===== src/rtl/col_repair_pkg.sv =====
package col_repair_pkg;
  // Index width wide enough to also express out-of-range values (>= n).
  function automatic int unsigned addr_bits(input int unsigned n);
    return $clog2(n) + 1;
  endfunction
endpackage


===== src/rtl/repair_cfg_reg.sv =====
module repair_cfg_reg #(
  parameter int unsigned N  = 8,
  parameter int unsigned AW = 4
) (
  input  logic          clk,
  input  logic          rst_n,
  input  logic          load,
  input  logic          en_in,
  input  logic [AW-1:0] addr_in,
  output logic          act_en,
  output logic [AW-1:0] act_addr,
  output logic          err
);
  localparam logic [AW-1:0] LIMIT = AW'(N);

  logic in_range;
  assign in_range = (addr_in < LIMIT);

  always_ff @(posedge clk or negedge rst_n) begin
    if (!rst_n) begin
      act_en   <= 1'b0;
      act_addr <= '0;
      err      <= 1'b0;
    end else if (load) begin
      act_en   <= en_in && in_range;
      act_addr <= in_range ? addr_in : '0;
      err      <= en_in && !in_range;
    end
  end
endmodule


===== src/rtl/repair_sel_decode.sv =====
module repair_sel_decode #(
  parameter int unsigned N  = 8,
  parameter int unsigned AW = 4
) (
  input  logic          act_en,
  input  logic [AW-1:0] act_addr,
  output logic [N-1:0]  sel
);
  for (genvar i = 0; i < N; i++) begin : g_therm
    assign sel[i] = act_en && (act_addr <= AW'(i));
  end
endmodule


===== src/rtl/col_wr_shift.sv =====
module col_wr_shift #(
  parameter int unsigned N = 8
) (
  input  logic [N-1:0] wdata,
  input  logic [N-1:0] sel,
  output logic [N:0]   phy_wdata
);
  for (genvar j = 0; j <= N; j++) begin : g_col
    if (j == 0) begin : g_low
      assign phy_wdata[j] = sel[0] ? 1'b0 : wdata[0];
    end else if (j == N) begin : g_spare
      assign phy_wdata[j] = sel[N-1] ? wdata[N-1] : 1'b0;
    end else begin : g_mid
      assign phy_wdata[j] = !sel[j]  ? wdata[j]   :
                            sel[j-1] ? wdata[j-1] : 1'b0;
    end
  end
endmodule


===== src/rtl/col_rd_shift.sv =====
module col_rd_shift #(
  parameter int unsigned N = 8
) (
  input  logic [N:0]   phy_rdata,
  input  logic [N-1:0] sel,
  output logic [N-1:0] rdata
);
  for (genvar i = 0; i < N; i++) begin : g_bit
    assign rdata[i] = sel[i] ? phy_rdata[i+1] : phy_rdata[i];
  end
endmodule


===== src/rtl/col_shift_repair.sv =====
module col_shift_repair #(
  parameter int unsigned DATA_W = 8,
  parameter int unsigned ADDR_W = col_repair_pkg::addr_bits(DATA_W)
) (
  input  logic              clk,
  input  logic              rst_n,
  input  logic              cfg_we,
  input  logic              cfg_en,
  input  logic [ADDR_W-1:0] cfg_addr,
  input  logic              acc_active,
  input  logic [DATA_W-1:0] wdata,
  output logic [DATA_W:0]   phy_wdata,
  input  logic [DATA_W:0]   phy_rdata,
  output logic [DATA_W-1:0] rdata,
  output logic              cfg_err
);
  logic              load;
  logic              act_en;
  logic [ADDR_W-1:0] act_addr;
  logic [DATA_W-1:0] sel;

  assign load = cfg_we && !acc_active;

  repair_cfg_reg #(.N(DATA_W), .AW(ADDR_W)) u_cfg (
    .clk(clk), .rst_n(rst_n), .load(load), .en_in(cfg_en), .addr_in(cfg_addr),
    .act_en(act_en), .act_addr(act_addr), .err(cfg_err)
  );

  repair_sel_decode #(.N(DATA_W), .AW(ADDR_W)) u_dec (
    .act_en(act_en), .act_addr(act_addr), .sel(sel)
  );

  col_wr_shift #(.N(DATA_W)) u_wr (
    .wdata(wdata), .sel(sel), .phy_wdata(phy_wdata)
  );

  col_rd_shift #(.N(DATA_W)) u_rd (
    .phy_rdata(phy_rdata), .sel(sel), .rdata(rdata)
  );
endmodule


===== config.mk =====
export PLATFORM = sky130hd
export DESIGN_NAME = col_shift_repair
export DESIGN_NICKNAME = d
export VERILOG_FILES = /design/src/rtl/col_repair_pkg.sv /design/src/rtl/repair_cfg_reg.sv /design/src/rtl/repair_sel_decode.sv /design/src/rtl/col_wr_shift.sv /design/src/rtl/col_rd_shift.sv /design/src/rtl/col_shift_repair.sv
export SDC_FILE = /design/constraint.sdc
export NUM_CORES = 1
export LEC_CHECK = 0
export CAP_MARGIN = 20
export CORE_MARGIN = 2
export CORE_UTILIZATION = 33
export DETAILED_ROUTE_END_ITERATION = 8
export PLACE_DENSITY_LB_ADDON = 0.3
export SLEW_MARGIN = 30
export SYNTH_ARGS = -nofsm -noshare
export SYNTH_HDL_FRONTEND = slang
export SYNTH_HIERARCHICAL = 1
export SYNTH_SLANG_ARGS = --single-unit

===== constraint.sdc =====
create_clock -name clk -period 5.2 [get_ports clk]
set_clock_uncertainty 0.2 [all_clocks]
set_input_delay 1.04 -clock clk [delete_from_list [all_inputs] [get_ports clk]]
set_output_delay 1.04 -clock clk [all_outputs]
set_load 0.05 [all_outputs]

* Word level (Yosys, flattened, before mapping) *
Cells that the tools add are included.

operators by class
  add/sub/neg operators = 0
  multipliers = 0
  div/mod/pow operators = 0
  order comparisons = 9
  equal/unequal tests = 0
  shifts and indexed selects = 0
  muxes and demuxes = 25
  bitwise gates (word level) = 0
  reduce and logical (&&, ||, !) cells = 13

operators by type and width
  operator                                             number
  2-to-1 mux 1 bit                                     24
  <= comparator 4 x 3 -> 1 bit, second input constant  4
  logical AND 1 bit                                    11
  <= comparator 4 x 1 -> 1 bit, second input constant  2
  <= comparator 4 x 2 -> 1 bit, second input constant  2
  < comparator 4 bit, second input constant            1
  2-to-1 mux 4 bit                                     1
  logical NOT 1 bit                                    2

storage, ports and cells
  register bits = 6
  latch bits = 0
  bits in writable memories = 0
  memory bits (read-only) = 0
  bits of input ports = 26
  output and inout bits = 18
  word-level logic and storage cells = 50
  memories = 0

* Longest topological paths before layout *
Gate-level depths: netlist of the first run.

  depth after elaboration = 4
  gate-level depth with buffers = 5
  gate-level depth less buffers = 4

* Cells and area by module *
Netlist of the first run, hierarchy kept.

modules (own cells, without submodules)
  module             times used  cells each  area an instance (um^2)  seq. area each (um^2)
  repair_cfg_reg     1           23          226.5                    125.1
  col_wr_shift       1           23          111.4                    0.0
  col_rd_shift       1           8           93.8                     0.0
  repair_sel_decode  1           11          70.1                     0.0
  col_shift_repair   1           1           13.8                     0.0

* Worst setup path after synthesis of the first run *
OpenSTA, ideal clock, no wires.

  kind = input-to-output
  start point = input port wdata[1]
  end point = output port phy_wdata[1]
  arrival time = 1.775 ns
  required time = 3.960 ns
  path slack = 2.185 ns
  stages = 2
  buffers on the path = 0
  cells stage by stage = inv_1 -> o21ai_1

on the way
  cells in the longest elaborated chain, start to end = 1

RTL lines
  element             line                    source
  start: declaration  col_shift_repair.sv:11  input logic [DATA_W-1:0] wdata,
  2-to-1 mux 1 bit    col_wr_shift.sv:14      assign phy_wdata[j] = !sel[j] ? wdata[j] :
  end: declaration    col_shift_repair.sv:12  output logic [DATA_W:0] phy_wdata,

Every way passes these cells.

* Final worst setup path of the first run *
  start point = input port wdata[4]
  end point = output port phy_wdata[4]

The elaborated chain is that of the path after synthesis.

==> results of run 1 <==
-- worst reg2reg max path, cell delays in order (launching register included) --
cell     delay (ns)
dfrtp_1        0.46
inv_1          0.08
o21ai_1        0.11
-- worst max-delay path by stage --
stage             start      endpoint
2_1_floorplan  wdata[1]  phy_wdata[1]
3_3_place_gp   wdata[4]  phy_wdata[4]
3_5_place_dp   wdata[1]  phy_wdata[1]
4_1_cts        wdata[1]  phy_wdata[1]
5_1_grt        wdata[5]  phy_wdata[5]
6_report       wdata[4]  phy_wdata[4]
-- stage by stage --
step	util [%]	worst slack, ns	std cells	cell area [um^2]
5_1_grt	65.4	1.39	127	973
3_3_place_gp	63.6	1.47	123	947
2_1_floorplan	-	2.18	66	515
4_1_cts	65.4	1.45	127	973
6_report	65.4	1.46	127	973
3_5_place_dp	63.6	1.45	123	947
-- area by class of cell --
cell class	count	area, um^2	share of cell area [%]
clock buffer	4	26.3	2.70
sequential	5	125	12.9
timing repair buffer	43	430	44.2
inverter	14	52.6	5.40
tap	16	20.0	2.06
multi-input combinational	45	319	32.8
-- flip-flops by register name (all words and copies together) (netlist names) --
register        flops
u_cfg/act_addr      3
u_cfg/act_en        1
u_cfg/err           1
-- where the power goes --
group	internal (uW)	total, uW	switching [uW]
Sequential	43.4	48.6	5.29
Combinational	47.9	112	63.7
Clock	29.0	44.8	15.8
Total	120	205	84.8
-- cells in the final DEF, fill, tap and decap left out --
cell type	Yosys	layout
clkdlybuf4s50_1	0	43
a31oi_1	1	1
nor3_2	1	1
nand3b_1	4	4
o21a_1	1	1
and2_1	1	1
nand2b_1	1	1
inv_1	14	14
and2b_2	1	1
mux2_1	7	7
a21oi_1	1	1
mux2_4	1	1
or3b_4	1	1
clkbuf_4	0	3
nor2_1	2	2
o21ai_1	12	12
nor2b_4	1	1
clkbuf_1	0	1
dfrtp_1	5	5
conb_1	1	1
nand3_1	8	8
a21oi_2	1	1
-- metal layers --
layer / vias to the layer above / wire [um] / global-route usage (%) / share of wire (%)
met5: - / 0 / 0 / 0
met4: 0 / 0 / 9.09 / 0
met3: 0 / 142 / 3.33 / 11
met2: 30 / 543 / 22.1 / 42
met1: 246 / 595 / 18.9 / 46
li1: 312 / - / - / -
-- logic make-up after synthesis --
logic type      synth area share [%]
simple gates                    26.0
compound gates                  17.0
buf+inv                         13.8
mux                             18.2
flops                           24.3
other cells                    0.727
==> results.json, run 1 <==
{
  "netlist.area_leader.share_pct": 24.3,
  "clkSinkCount": 5,
  "die_area_um2": 1890,
  "avgSynthCellArea_um2": 7.81,
  "worst-r2r-cell-count": 2,
  "diodes": 0,
  "whs_ns": 0.318,
  "grt_pass1_wl_um": 2080,
  "portBuffers": 43,
  "vias_per_cell": 4.63,
  "cts_resized": 0,
  "place_congestion": 0.690,
  "antenna_found_initial": 0,
  "grt_pass1_vias": 491,
  "clkTransAtPathRegs_ns": 0.04,
  "status": "completed",
  "synth.distinct_cells": 21,
  "num_io_pins": 44,
  "yosys_warnings": 6,
  "worstPathArrival_ns": 2.50,
  "start_kind": "input pin",
  "synthesis.nets": 92,
  "post_synth_inst_count": 66,
  "routed_wl_um": 1280,
  "yosysTopAreaCell": "dfrtp_1",
  "rsz0062_at_grt": "no",
  "cts_setup_buffers": 0,
  "path_depth": 4,
  "finalHoldViolCount": 0,
  "hpwl_um": 1070,
  "core_um2": 1490,
  "power.density_nw_per_um2": 211,
  "dieHeight_um": 43.5,
  "cp_max_fo": 2,
  "reg2reg_from": "u_cfg/act_addr[1]$_DFFE_PN0P_",
  "hold_path_end": "u_cfg/act_en$_DFFE_PN0P_",
  "async_flop_share_pct": 100,
  "worstPathRequired_ns": 3.96,
  "slowest_stage": "clkdlybuf4s50_1",
  "peakVddDrop_v": 0.000120,
  "critical_path_class": "in2out",
  "cp_num_buf_inv": 3,
  "dr_total_vias": 588,
  "syn_to_final_growth_pct": 88.8,
  "maxSlewViolCount": 0,
  "cp_slowest_stage_delay_ns": 0.81,
  "overflow": 0,
  "path_cells": "clkdlybuf4s50_1, inv_1, o21ai_1, clkdlybuf4s50_1",
  "fin_crit_sh_pct": 71.9,
  "seq_area_frac_synth_pct": 24.3,
  "clk-insertion-delay-late_ns": 0.24,
  "hold_start": "u_cfg/act_en$_DFFE_PN0P_",
  "finalSetupTns_ns": 0,
  "leakagePower_uw": 0.000419,
  "netlist_top_cells_count": "inv_1, o21ai_1, nand3_1",
  "layout-drive-gt1-share_pct": 8.11,
  "cap_violations": 0,
  "whs_path_depth": 2,
  "worst_pin_slew_ns": 0.510,
  "drc": 0,
  "fill_cells": 135,
  "start_util_pct": 34.6,
  "worst_setup_path_end_kind": "output port",
  "worstHoldPathType": "reg2reg",
  "grt_max_degree": 11,
  "slew_headroom_pct": 65.9,
  "final_nets": 138,
  "grt_usage_pct": 14.7,
  "root_buffer": "clkbuf_4",
  "cts_hold_buffers": 0,
  "syn-cell-area_um2": 515,
  "r2r_slack_ns": 4.28,
  "clockBufferDepth": 2,
  "clock.fmax_mhz": 267,
  "worst_path_most_repeated_cell": "clkdlybuf4s50_1",
  "ys.flop_type": "dfrtp_1",
  "antenna_left": 0,
  "crit_family": "buffers and inverters",
  "yosysMostFrequentCell": "inv_1",
  "cts_made_buffers": 3,
  "power_uw": 205,
  "fin_crit_ns": 3.74,
  "htree_levels": 1,
  "r2r_end": "u_cfg/act_addr[1]$_DFFE_PN0P_",
  "synth-seq-cells": 5,
  "die_w_um": 43.5,
  "drt_iter0_markers": 3,
  "cts_tree": "built",
  "wl_per_cell_um": 10.1,
  "report.final.setup_viol": 0,
  "ys_top_cells_by_area": "dfrtp_1, mux2_1, o21ai_1, inv_1, nand3_1",
  "rows": 14,
  "synth-edff-count": 0,
  "drt_pass1_iterations": 2
}
No activity file was read; power rests on OpenSTA's default activity.
==> inputs of run 2 (changes only) <==
--- a/config.mk
+++ b/config.mk
@@ -7,7 +7,7 @@
 export LEC_CHECK = 0
 export CAP_MARGIN = 20
 export CORE_MARGIN = 2
-export CORE_UTILIZATION = 33
+export CORE_UTILIZATION = 28
 export DETAILED_ROUTE_END_ITERATION = 8
 export PLACE_DENSITY_LB_ADDON = 0.3
 export SLEW_MARGIN = 30
==> constraint.sdc (replaced) <==
create_clock -name clk -period 3.34 [get_ports clk]
set_clock_uncertainty 0.2 [all_clocks]
set_input_delay 0.668 -clock clk [delete_from_list [all_inputs] [get_ports clk]]
set_output_delay 0.668 -clock clk [all_outputs]
set_load 0.05 [all_outputs]
==> results.json, run 2 (synthesis gave the netlist of run 1 again) <==
{
  "dr_total_vias": 583,
  "grt_pass1_vias": 479,
  "final_nets": 138,
  "path_cells": "or3b_4, nor2_1, mux2_4, clkdlybuf4s50_1",
  "largest_register_ffs": 3,
  "cap_violations": 0,
  "hold_path_end": "u_cfg/err$_DFFE_PN0P_",
  "start_kind": "flip-flop",
  "start_util_pct": 29.9,
  "slowest_stage": "clkdlybuf4s50_1",
  "multi_input_area_um2": 319,
  "cp_slowest_stage_delay_ns": 0.70,
  "report.final.setup_viol": 0,
  "diodes": 0,
  "worst_pin_slew_ns": 0.504,
  "antenna_found_initial": 0,
  "status": "completed",
  "power.density_nw_per_um2": 324,
  "hpwl_um": 1110,
  "place_congestion": 0.636,
  "grt_usage_pct": 12.1,
  "fin_crit_ns": 3.22,
  "instances_no_fill": 136,
  "cts_tree": "built",
  "rows": 15,
  "cts_hold_buffers": 0,
  "worst-r2r-cell-count": 2,
  "rsz0062_at_grt": "no",
  "r2r_slack_ns": 2.40,
  "portBuffers": 43,
  "hold_start": "u_cfg/err$_DFFE_PN0P_",
  "vias_per_cell": 4.29,
  "cts_resized": 0,
  "fin_ws_ns": 0.119,
  "htree_levels": 1,
  "routed_wl_um": 1290,
  "whs_path_depth": 2,
  "reg2reg_from": "u_cfg/act_addr[1]$_DFFE_PN0P_",
  "maxSlewViolCount": 0,
  "finalHoldViolCount": 0,
  "syn_to_final_growth_pct": 90.5,
  "worst_setup_path_end_kind": "output port",
  "layout-drive-gt1-share_pct": 9.01,
  "drt_pass1_iterations": 2,
  "root_buffer": "clkbuf_4",
  "largestRegisters": "u_cfg/act_addr: 3 flops, u_cfg/act_en: 1 flops, u_cfg/err: 1 flops",
  "critical_path_class": "reg2out",
  "leakagePower_uw": 0.000420,
  "clkTransAtPathRegs_ns": 0.04,
  "cts_made_buffers": 3,
  "wl_per_cell_um": 9.48,
  "grt_max_degree": 11,
  "grt_pass1_wl_um": 1870,
  "final_util_pct": 56.9,
  "clock.fmax_mhz": 311,
  "peakVddDrop_v": 0.000198,
  "worstHoldPathType": "reg2reg",
  "drt_iter0_markers": 1,
  "core_um2": 1730,
  "whs_ns": 0.309,
  "worstPathArrival_ns": 2.35,
  "pre_cts_slack_ns": 0.333,
  "cp_max_fo": 5,
  "dieHeight_um": 46.9,
  "r2r_end": "u_cfg/act_addr[1]$_DFFE_PN0P_",
  "slew_headroom_pct": 66.3,
  "overflow": 0,
  "seq_area_um2": 125,
  "antenna_left": 0,
  "num_io_pins": 44,
  "mostFrequentLayoutCells": "clkdlybuf4s50_1, inv_1, o21ai_1",
  "drc": 0,
  "clockBufferDepth": 2,
  "fin_crit_sh_pct": 96.4,
  "finalSetupTns_ns": 0,
  "die_area_um2": 2200,
  "die_w_um": 46.9,
  "clk-insertion-delay-late_ns": 0.24,
  "cts_setup_buffers": 0,
  "top_register": "u_cfg/act_addr",
  "fill_cells": 170,
  "worstPathRequired_ns": 2.47,
  "clkSinkCount": 5,
  "final_common_cell": "clkdlybuf4s50_1",
  "placed_cells": 132
}
## run 2: changes by cell type in the layout (fill, tap and decap cells not counted)
cell / change
buf_4: +1
clkdlybuf4s50_1: -1
## run 2: per-layer routing
layer | global-route usage [%] | vias up | share of wire [%]
met2 | 20.3 | 29 | 47
met1 | 12.9 | 241 | 41
met4 | 8.33 | 0 | 0
met5 | 0 | - | 0
met3 | 3.85 | 0 | 13
li1 | - | 313 | -
## run 2: how the worst max path moves through the flow
stage	start	to	slack (ns)
after floorplan	u_cfg/act_addr[2]$_DFFE_PN0P_	phy_wdata[2]	0.86
after global placement	wdata[5]	phy_wdata[5]	0.35
after detailed placement	wdata[3]	phy_wdata[3]	0.33
after CTS	u_cfg/act_addr[2]$_DFFE_PN0P_	rdata[1]	0.11
after global routing	u_cfg/act_addr[2]$_DFFE_PN0P_	rdata[1]	0.03
final	u_cfg/act_addr[2]$_DFFE_PN0P_	rdata[1]	0.12
## run 2: stage by stage
stage / total power [uW] / instance area (um^2)
floorplan: 179 / 515
global placement: 249 / 956
detailed placement: 251 / 956
CTS: 324 / 982
global route: 337 / 982
finish: 319 / 982
## run 2: where the power goes
part | switching, uW | leakage (uW) | internal (uW)
clock | 23.9 | 0.0000150 | 45.1
combinational | 99.8 | 0.000340 | 74.2
sequential | 8.19 | 0.0000651 | 67.5
total | 132 | 0.000420 | 187
## run 2: area by class of cell
type | count | share of cell area, %
clock buffers | 4 | 2.68
inverters | 14 | 5.35
multi-input cells | 45 | 32.5
flip-flops and latches | 5 | 12.7
well taps | 25 | 3.18
repair buffers | 43 | 43.6
## run 2: worst max-delay path: cells and delay by family, from the launching register on
| family | cells | cell delay (ns) |
|---|---|---|
| AND/OR/NAND/NOR | 2 | 0.68 |
| multiplexers | 1 | 0.33 |
| flip-flops | 1 | 0.41 |
| buffers and inverters | 1 | 0.70 |
